===== src/rtl/bwc_pkg.sv =====
package bwc_pkg;
  localparam int BYTE_W   = 9;
  localparam int LANES    = 2;
  localparam int BEATS    = 4;
  localparam int PER_CYC  = 2;
  localparam int WORD_W   = BYTE_W * LANES;
  localparam int LINE_W   = WORD_W * BEATS;
  localparam int MASK_W   = LANES * BEATS;
  localparam int HALF_W   = WORD_W * PER_CYC;
  localparam int HALF_M   = LANES * PER_CYC;

  typedef logic [LINE_W-1:0] line_t;
  typedef logic [MASK_W-1:0] mask_t;

  // widen one enable bit per byte lane into a full bit mask
  function automatic line_t lane_bits(input mask_t m);
    line_t r;
    for (int i = 0; i < MASK_W; i++) r[i*BYTE_W +: BYTE_W] = {BYTE_W{m[i]}};
    return r;
  endfunction

  // replace only the enabled lanes of old with those of nw
  function automatic line_t merge_line(input line_t old, input line_t nw, input mask_t m);
    line_t lb;
    lb = lane_bits(m);
    return (old & ~lb) | (nw & lb);
  endfunction
endpackage


===== src/rtl/bwc_accept.sv =====
module bwc_accept (
  input  logic clk,
  input  logic rst_n,
  input  logic wr_sel,
  output logic ev_accept,
  output logic in_lo,
  output logic in_hi
);
  logic lo_q, hi_q;

  // a start on the edge after an accepted start is dropped
  assign ev_accept = wr_sel & ~lo_q;
  assign in_lo     = lo_q;
  assign in_hi     = hi_q;

  always_ff @(posedge clk) begin
    if (!rst_n) begin
      lo_q <= 1'b0;
      hi_q <= 1'b0;
    end else begin
      lo_q <= ev_accept;
      hi_q <= lo_q;
    end
  end
endmodule


===== src/rtl/bwc_gather.sv =====
module bwc_gather
  import bwc_pkg::*;
#(
  parameter int ADDR_W = 4
) (
  input  logic              clk,
  input  logic              rst_n,
  input  logic              ev_accept,
  input  logic              in_lo,
  input  logic              in_hi,
  input  logic [ADDR_W-1:0] wr_addr,
  input  logic [WORD_W-1:0] wr_data_e,
  input  logic [LANES-1:0]  wr_be_e,
  input  logic [WORD_W-1:0] wr_data_o,
  input  logic [LANES-1:0]  wr_be_o,
  output logic [ADDR_W-1:0] col_addr,
  output logic [HALF_W-1:0] hold_data,
  output logic [HALF_M-1:0] hold_mask,
  output logic              cm_valid,
  output logic [ADDR_W-1:0] cm_addr,
  output line_t             cm_data,
  output mask_t             cm_mask
);
  mask_t full_mask;
  line_t full_data;

  assign full_mask = {wr_be_o, wr_be_e, hold_mask};
  assign full_data = {wr_data_o, wr_data_e, hold_data};

  always_ff @(posedge clk) begin
    if (!rst_n) begin
      col_addr  <= '0;
      hold_data <= '0;
      hold_mask <= '0;
      cm_valid  <= 1'b0;
      cm_addr   <= '0;
      cm_data   <= '0;
      cm_mask   <= '0;
    end else begin
      cm_valid <= in_hi;
      if (ev_accept) col_addr <= wr_addr;
      if (in_lo) begin
        hold_data <= {wr_data_o, wr_data_e};
        hold_mask <= {wr_be_o, wr_be_e};
      end
      if (in_hi) begin
        cm_addr <= col_addr;
        cm_mask <= full_mask;
        cm_data <= full_data & lane_bits(full_mask);
      end
    end
  end
endmodule


===== src/rtl/bwc_store.sv =====
module bwc_store
  import bwc_pkg::*;
#(
  parameter int ADDR_W = 4
) (
  input  logic              clk,
  input  logic              rst_n,
  input  logic              cm_valid,
  input  logic [ADDR_W-1:0] cm_addr,
  input  line_t             cm_data,
  input  mask_t             cm_mask,
  input  logic              part_valid,
  input  logic [ADDR_W-1:0] col_addr,
  input  logic [HALF_W-1:0] hold_data,
  input  logic [HALF_M-1:0] hold_mask,
  input  logic [ADDR_W-1:0] rd_addr,
  output line_t             rd_data
);
  localparam int DEPTH = 1 << ADDR_W;

  line_t mem [DEPTH];
  line_t stage1;
  line_t part_line;
  mask_t part_mask;

  assign part_line = {{(LINE_W-HALF_W){1'b0}}, hold_data};
  assign part_mask = {{(MASK_W-HALF_M){1'b0}}, hold_mask};

  always_ff @(posedge clk) begin
    if (!rst_n) begin
      for (int i = 0; i < DEPTH; i++) mem[i] <= '0;
    end else if (cm_valid) begin
      mem[cm_addr] <= merge_line(mem[cm_addr], cm_data, cm_mask);
    end
  end

  // newest first: half-collected burst over committing line over stored line
  always_comb begin
    stage1 = mem[rd_addr];
    if (cm_valid && cm_addr == rd_addr) stage1 = merge_line(stage1, cm_data, cm_mask);
    rd_data = stage1;
    if (part_valid && col_addr == rd_addr) rd_data = merge_line(stage1, part_line, part_mask);
  end
endmodule


===== src/rtl/burst_write_collector.sv =====
module burst_write_collector
  import bwc_pkg::*;
#(
  parameter int ADDR_W = 4
) (
  input  logic              clk,
  input  logic              rst_n,
  input  logic              wr_sel,
  input  logic [ADDR_W-1:0] wr_addr,
  input  logic [17:0]       wr_data_e,
  input  logic [1:0]        wr_be_e,
  input  logic [17:0]       wr_data_o,
  input  logic [1:0]        wr_be_o,
  output logic              cm_valid,
  output logic [ADDR_W-1:0] cm_addr,
  output logic [71:0]       cm_data,
  output logic [7:0]        cm_mask,
  input  logic [ADDR_W-1:0] rd_addr,
  output logic [71:0]       rd_data
);
  logic              ev_accept, in_lo, in_hi;
  logic [ADDR_W-1:0] col_addr;
  logic [HALF_W-1:0] hold_data;
  logic [HALF_M-1:0] hold_mask;

  bwc_accept u_accept (
    .clk(clk), .rst_n(rst_n), .wr_sel(wr_sel),
    .ev_accept(ev_accept), .in_lo(in_lo), .in_hi(in_hi)
  );

  bwc_gather #(.ADDR_W(ADDR_W)) u_gather (
    .clk(clk), .rst_n(rst_n), .ev_accept(ev_accept), .in_lo(in_lo), .in_hi(in_hi),
    .wr_addr(wr_addr), .wr_data_e(wr_data_e), .wr_be_e(wr_be_e),
    .wr_data_o(wr_data_o), .wr_be_o(wr_be_o),
    .col_addr(col_addr), .hold_data(hold_data), .hold_mask(hold_mask),
    .cm_valid(cm_valid), .cm_addr(cm_addr), .cm_data(cm_data), .cm_mask(cm_mask)
  );

  bwc_store #(.ADDR_W(ADDR_W)) u_store (
    .clk(clk), .rst_n(rst_n), .cm_valid(cm_valid), .cm_addr(cm_addr),
    .cm_data(cm_data), .cm_mask(cm_mask), .part_valid(in_hi), .col_addr(col_addr),
    .hold_data(hold_data), .hold_mask(hold_mask), .rd_addr(rd_addr), .rd_data(rd_data)
  );
endmodule


===== config.mk =====
export PLATFORM = sky130hd
export DESIGN_NAME = burst_write_collector
export DESIGN_NICKNAME = d
export VERILOG_FILES = /design/src/rtl/bwc_pkg.sv /design/src/rtl/bwc_accept.sv /design/src/rtl/bwc_gather.sv /design/src/rtl/bwc_store.sv /design/src/rtl/burst_write_collector.sv
export SDC_FILE = /design/constraint.sdc
export NUM_CORES = 2
export LEC_CHECK = 0
export BUFFER_PORTS_ARGS = -buffer_cell sky130_fd_sc_hd__buf_4
export CORE_MARGIN = 2
export CORE_UTILIZATION = 57
export CTS_CLUSTER_SIZE = 25
export DETAILED_ROUTE_END_ITERATION = 7
export PLACE_DENSITY_LB_ADDON = 0.08
export REMOVE_ABC_BUFFERS = 1
export SKIP_LAST_GASP = 1
export SLEW_MARGIN = 20
export SYNTH_ARGS = -nofsm -noshare
export SYNTH_HDL_FRONTEND = slang
export SYNTH_SLANG_ARGS = --single-unit

===== constraint.sdc =====
create_clock -name clk -period 3.1 [get_ports clk]
set_input_delay 0.155 -clock clk [delete_from_list [all_inputs] [get_ports clk]]
set_output_delay 0.155 -clock clk [all_outputs]
set_load 0.005 [all_outputs]

After elaboration in Yosys (flattened, before gate mapping). Memory sizes are Yosys's and may differ from the RTL's. A register that Yosys moved wholly into a read port is not among the register bits. Cells that the tools add are included.

Flip-flop bits (word level): 131. Latch bits: 0. RAM bits: 1152. ROM bits: 0. Bits of input ports: 51. Output and inout bits: 157. Logic and storage cells: 39. Memories kept: 1.

Memory list: u_store.mem (words 16, width 72, read ports 2, clocked after memory_dff 1, write ports 16, line bwc_store.sv:21) `line_t mem [DEPTH];`.

$add $sub $neg: 0. Multiply operators: 0. Divide/modulo/power cells: 0. Order comparisons: 0. Equal/unequal tests: 2. Shifts and indexed selects: 0. Multiplexer cells: 11. Bitwise operators: 13. Reduce and logical (&&, ||, !) cells: 3.

Operators by type and width (count): $and A72 B72 Y72 (5); $mux W72 (3); $or A72 B72 Y72 (3); $not A36 Y72 (1); $not A72 Y72 (1); $reduce_or A72 Y1 (1); $and A36 B36 Y36 (1); $mux W4 (3); $eq A4 B4 Y1 (2); $mux W1 (5); $logic_and A1 B1 Y1 (2); $and A1 B1 Y1 (1); $not A1 Y1 (1).

Depth between registers and ports, before layout.
Depth after elaboration: 7. Depth in mapped cells: 11. Depth with buffers taken out: 5.

Cells and area by module. From an unflattened synthesis, not the netlist that was laid out.

Cells, all modules: 4790. Area total of the unflattened synthesis: 66353.6 um^2.

Modules (own cells, without submodules): bwc_store (instances 1, cells each 4274, area each 61221.2 um^2, sequential area each 34593.2 um^2); bwc_gather (instances 1, cells each 511, area each 5066.1 um^2, sequential area each 2582.5 um^2); bwc_accept (instances 1, cells each 5, area each 66.3 um^2, sequential area each 40.0 um^2).

Worst setup path before layout. OpenSTA, ideal clock, no wires.

Kind: register to register. Start: reg u_gather.cm_addr[1]. End: mem u_store.mem[11][0] (netlist bit) (enable). Arrival time: 2.874 ns. Slack: -0.206 ns. Stages on the path, launching flop included: 6. Path buffers: 1. Period minus slack after synthesis: 3.306 ns. Cells stage by stage: dfxtp_1 inv_1 nor3_1 nand3_1 clkbuf_1 nand2_1.

RTL lines: start, declared (line bwc_gather.sv:20) `output logic [ADDR_W-1:0] cm_addr,`; start signal, assigned (line bwc_gather.sv:47) `cm_addr <= col_addr;`; end, declared (line bwc_store.sv:21).

Worst setup path after layout.
Start: reg u_gather.cm_addr[3]. End: out rd_data[3].

Longest elaborated chain between the ends: 6.

RTL lines: $eq A4 B4 Y1 * (line bwc_store.sv:40) `if (cm_valid && cm_addr == rd_addr) stage1 = merge_line(stage1, cm_data, cm_mask);`; $logic_and A1 B1 Y1 * (line bwc_store.sv:40); $mux W72 * (line bwc_store.sv:40); $and A72 B72 Y72 (line bwc_pkg.sv:26) `return (old & ~lb) | (nw & lb);`; $or A72 B72 Y72 (line bwc_pkg.sv:26); $mux W72 * (line bwc_store.sv:42) `if (part_valid && col_addr == rd_addr) rd_data = merge_line(stage1, part_line, part_mask);`; end, declared (line burst_write_collector.sv:19) `output logic [71:0] rd_data`.

Mark *: on every way between the ends. The rest lies on a longest branch, timed or not.

==> results.txt <==
Reg2Reg Depth = 4
Crit Path Max Fanout = 9
hold depth = 3
cell family with most CP delay = simple AND/OR/NAND/NOR gates
Netlist Area Pre-Place = 0.0657 sq mm
vias in the first global route = 46600
Crit Path Class = reg2out
DP Worst Slack = 0.275 ns
drt total wl = 232000 microns
Relative slew margins = 26.7%
largest net degree at the start of global routing = 73
setup_tns = 0 ns
crit-path max cell delay = 0.62 ns
Max rail drop VDD = 0.000512 V
startpoint type of the worst setup path = flop
Starting Density = 57.4%
syn avg cell area = 13.5 sq um
Stages on worst setup path = 7
cell breakdown of the critical path = buf_6, xnor2_1, nand3_2, nor2_2, nand2_1, a31oi_1, buf_4
R2R Path End = u_store.mem[0][40]
Sw Share = 23.8%
Die Span X = 343 microns
total track usage = 39.4%
power density over the cells = 535 mW/mm^2
worst path arrival time = 2.92 ns
Flop pwr share = 48.9%
fin crit share = 99.1%
Post-Syn Instances = 4848
core box area = 0.114 sq mm
Nets = 5149
die area = 0.118 sq mm
# diodes = 0
# Max-Cap Violations = 0
drt pass-1 iters = 6
Worst-path clk slew = 0.06 ns
Hold Crit Start = rst_n
CP required = 2.94 ns
flop-to-flop setup slack = 0.26 ns
chip height = 343 microns
DP Wirelength = 132000 microns
register bit total from synthesis = 1287
count of final max-slew check failures = 0
vias per cell = 7.00
outcome = finished clean
post-route ant nets = 0
EDFF count, synth = 1152
first-pass GRT wire length = 328000 microns
CP endpoint kind = primary output
gpl congestion = 0.862
synth-to-layout area growth = 15.2%
smallest setup slack after layout = 0.0286 ns
Primary FF master, synth = edfxtp_1
port bufs = 207
Final Hold Vio Count = 0
minimum clock period = 3.07 ns
total I/O pin count = 208
Clock Power Share = 41.2%
Iteration-0 DRC Markers = 6731
most frequent cells in the layout = nor2_1 (1300), edfxtp_1 (1152), mux4_2 (434)
hold_ws = 0.157 ns
NetSw = 9.62 mW
row count = 124
CP max stage cell = a31oi_1
via count = 47100
drt wl/cell = 34.5 microns
Worst Path Buf+Inv = 2
H-tree levels = 4
final setup fails = 0
DRC violations left = 0
unrepaired setup endpoints after global routing = no
Power, Total = 40.5 mW
clock sinks = 1287
Hold WC Path Type = in2reg
most common cell after layout, fill and taps aside = nor2_1
clock tree from TritonCTS = built
share of cells above drive strength 1 = 29.3%
antenna violations before repair = 2
Leakage Power = 26.2 nW
Worst-Margin Slew = 1.10 ns
TritonCTS Buffers = 141
power share of the combinational group = 9.9%
Clk Latency, worst-skew pair = 0.76 ns
Core Util, Final = 66.2%
root buf cell = clkbuf_16
Overflow after GRT = 0
Max Root-Sink Buffers = 3
Netlist cell types = 43
fmax = 0.326 GHz
Endpoint, Worst Hold = u_gather.cm_mask[1]
Internal = 30.8 mW
Synth async-reset ratio = 0%
Synth warnings = 0
Clock Skew = 0.0221 ns
post-synthesis sequential area ratio = 56.8%
==> per-stage QoR <==
step	area, sq um	std cells
floorplan	63400	4394
global placement	70600	6420
detailed placement	70600	6420
CTS	75600	6727
global route	75600	6728
finish	75600	6728
==> logic make-up after synthesis <==
logic type	after synthesis	share of synthesized area, %
xor+xnor	8	0.107
compound gates	530	7.14
mux	858	21.8
simple gates	1705	10.6
buf+inv	460	3.51
flops	1287	56.8
==> power by group through the flow <==
stage	combinational (mW)	sequential (mW)	clock (mW)
2_1_floorplan	2.07	20.1	0
3_3_place_gp	3.87	20.1	0
3_5_place_dp	3.88	20.1	0
4_1_cts	3.95	19.8	16.7
5_1_grt	4.17	19.8	17.4
6_report	4.02	19.8	16.7
==> synthesized netlist by cell type, types with 8 or more instances <==
cell type / instances / area [sq um]
nor2_1: 1304 / 4890
edfxtp_1: 1152 / 34600
mux4_2: 434 / 9770
mux2_2: 259 / 2920
clkbuf_1: 234 / 878
mux2i_1: 165 / 1650
a22oi_1: 158 / 1190
nand2_1: 145 / 544
dfxtp_1: 135 / 2700
nor2b_1: 135 / 845
o22ai_1: 126 / 788
buf_2: 105 / 526
buf_4: 62 / 465
a221oi_4: 48 / 1260
nand3_1: 48 / 240
nand2b_1: 44 / 275
a21oi_1: 41 / 205
a21boi_0: 39 / 293
a31oi_1: 36 / 225
a21o_1: 35 / 263
buf_1: 27 / 101
buf_6: 22 / 248
and2_1: 16 / 100
a221oi_1: 15 / 131
o221ai_2: 11 / 165
o31a_1: 8 / 70.1
==> repair_timing <==
action	in CTS	in global routing
hold endpoints to repair	83	0
gates resized for setup	13	4
pin swaps	1	1
hold buffers	46	0
setup buffers	0	1
setup endpoints to repair	36	23
==> registers in the layout, summed over array words and instances, names as in the netlist, named ones only <==
name / flops
u_accept.in_lo: 1
u_gather.cm_mask: 8
u_accept.in_hi: 1
u_gather.col_addr: 4
u_gather.hold_data: 36
u_store.mem: 1152
u_gather.cm_valid: 1
u_gather.cm_addr: 4
u_gather.cm_data: 72
u_gather.hold_mask: 4
==> cell type report <==
type	count	area, sq um
Timing Repair Buffer	561	5400
Sequential cell	1287	37300
Multi-Input combinational cell	3101	26500
Clock inverter	50	440
Tap cell	1512	1890
Clock buffer	211	4090
Fill cell	8328	38700
Inverter	6	22.5
==> routing by layer <==
metal	global-route usage, %	vias up	part of all wire, %	wire [microns]
li1	-	18800	-	-
met1	52.7	23700	35	82100
met2	59.3	3824	45	104000
met3	11.6	737	14	33000
met4	19.4	2	5.5	12900
met5	0	-	0.0052	12
==> worst reg2reg max path: stages, from the launching register on <==
cell	delay, ns
dfxtp_2	0.90
buf_4	0.51
nor2_1	0.36
a221oi_4	0.69
nor2_1	0.09
==> worst max path at each step <==
| stage | slack [ns] | to | start |
|---|---|---|---|
| 5_1_grt | 0.003 | rd_data[6] | u_gather.col_addr[1] |
| 6_report | 0.03 | rd_data[3] | u_gather.cm_addr[3] |
| 3_3_place_gp | 0.35 | u_store.mem[15][34] | flop |
| 3_5_place_dp | 0.28 | u_store.mem[3][34] | flop |
| 4_1_cts | 0.007 | rd_data[11] | u_gather.cm_addr[1] |
| 2_1_floorplan | -8.46 | u_store.mem[11][27] | flop |
Note: power is estimated with default switching activity, not from simulation.
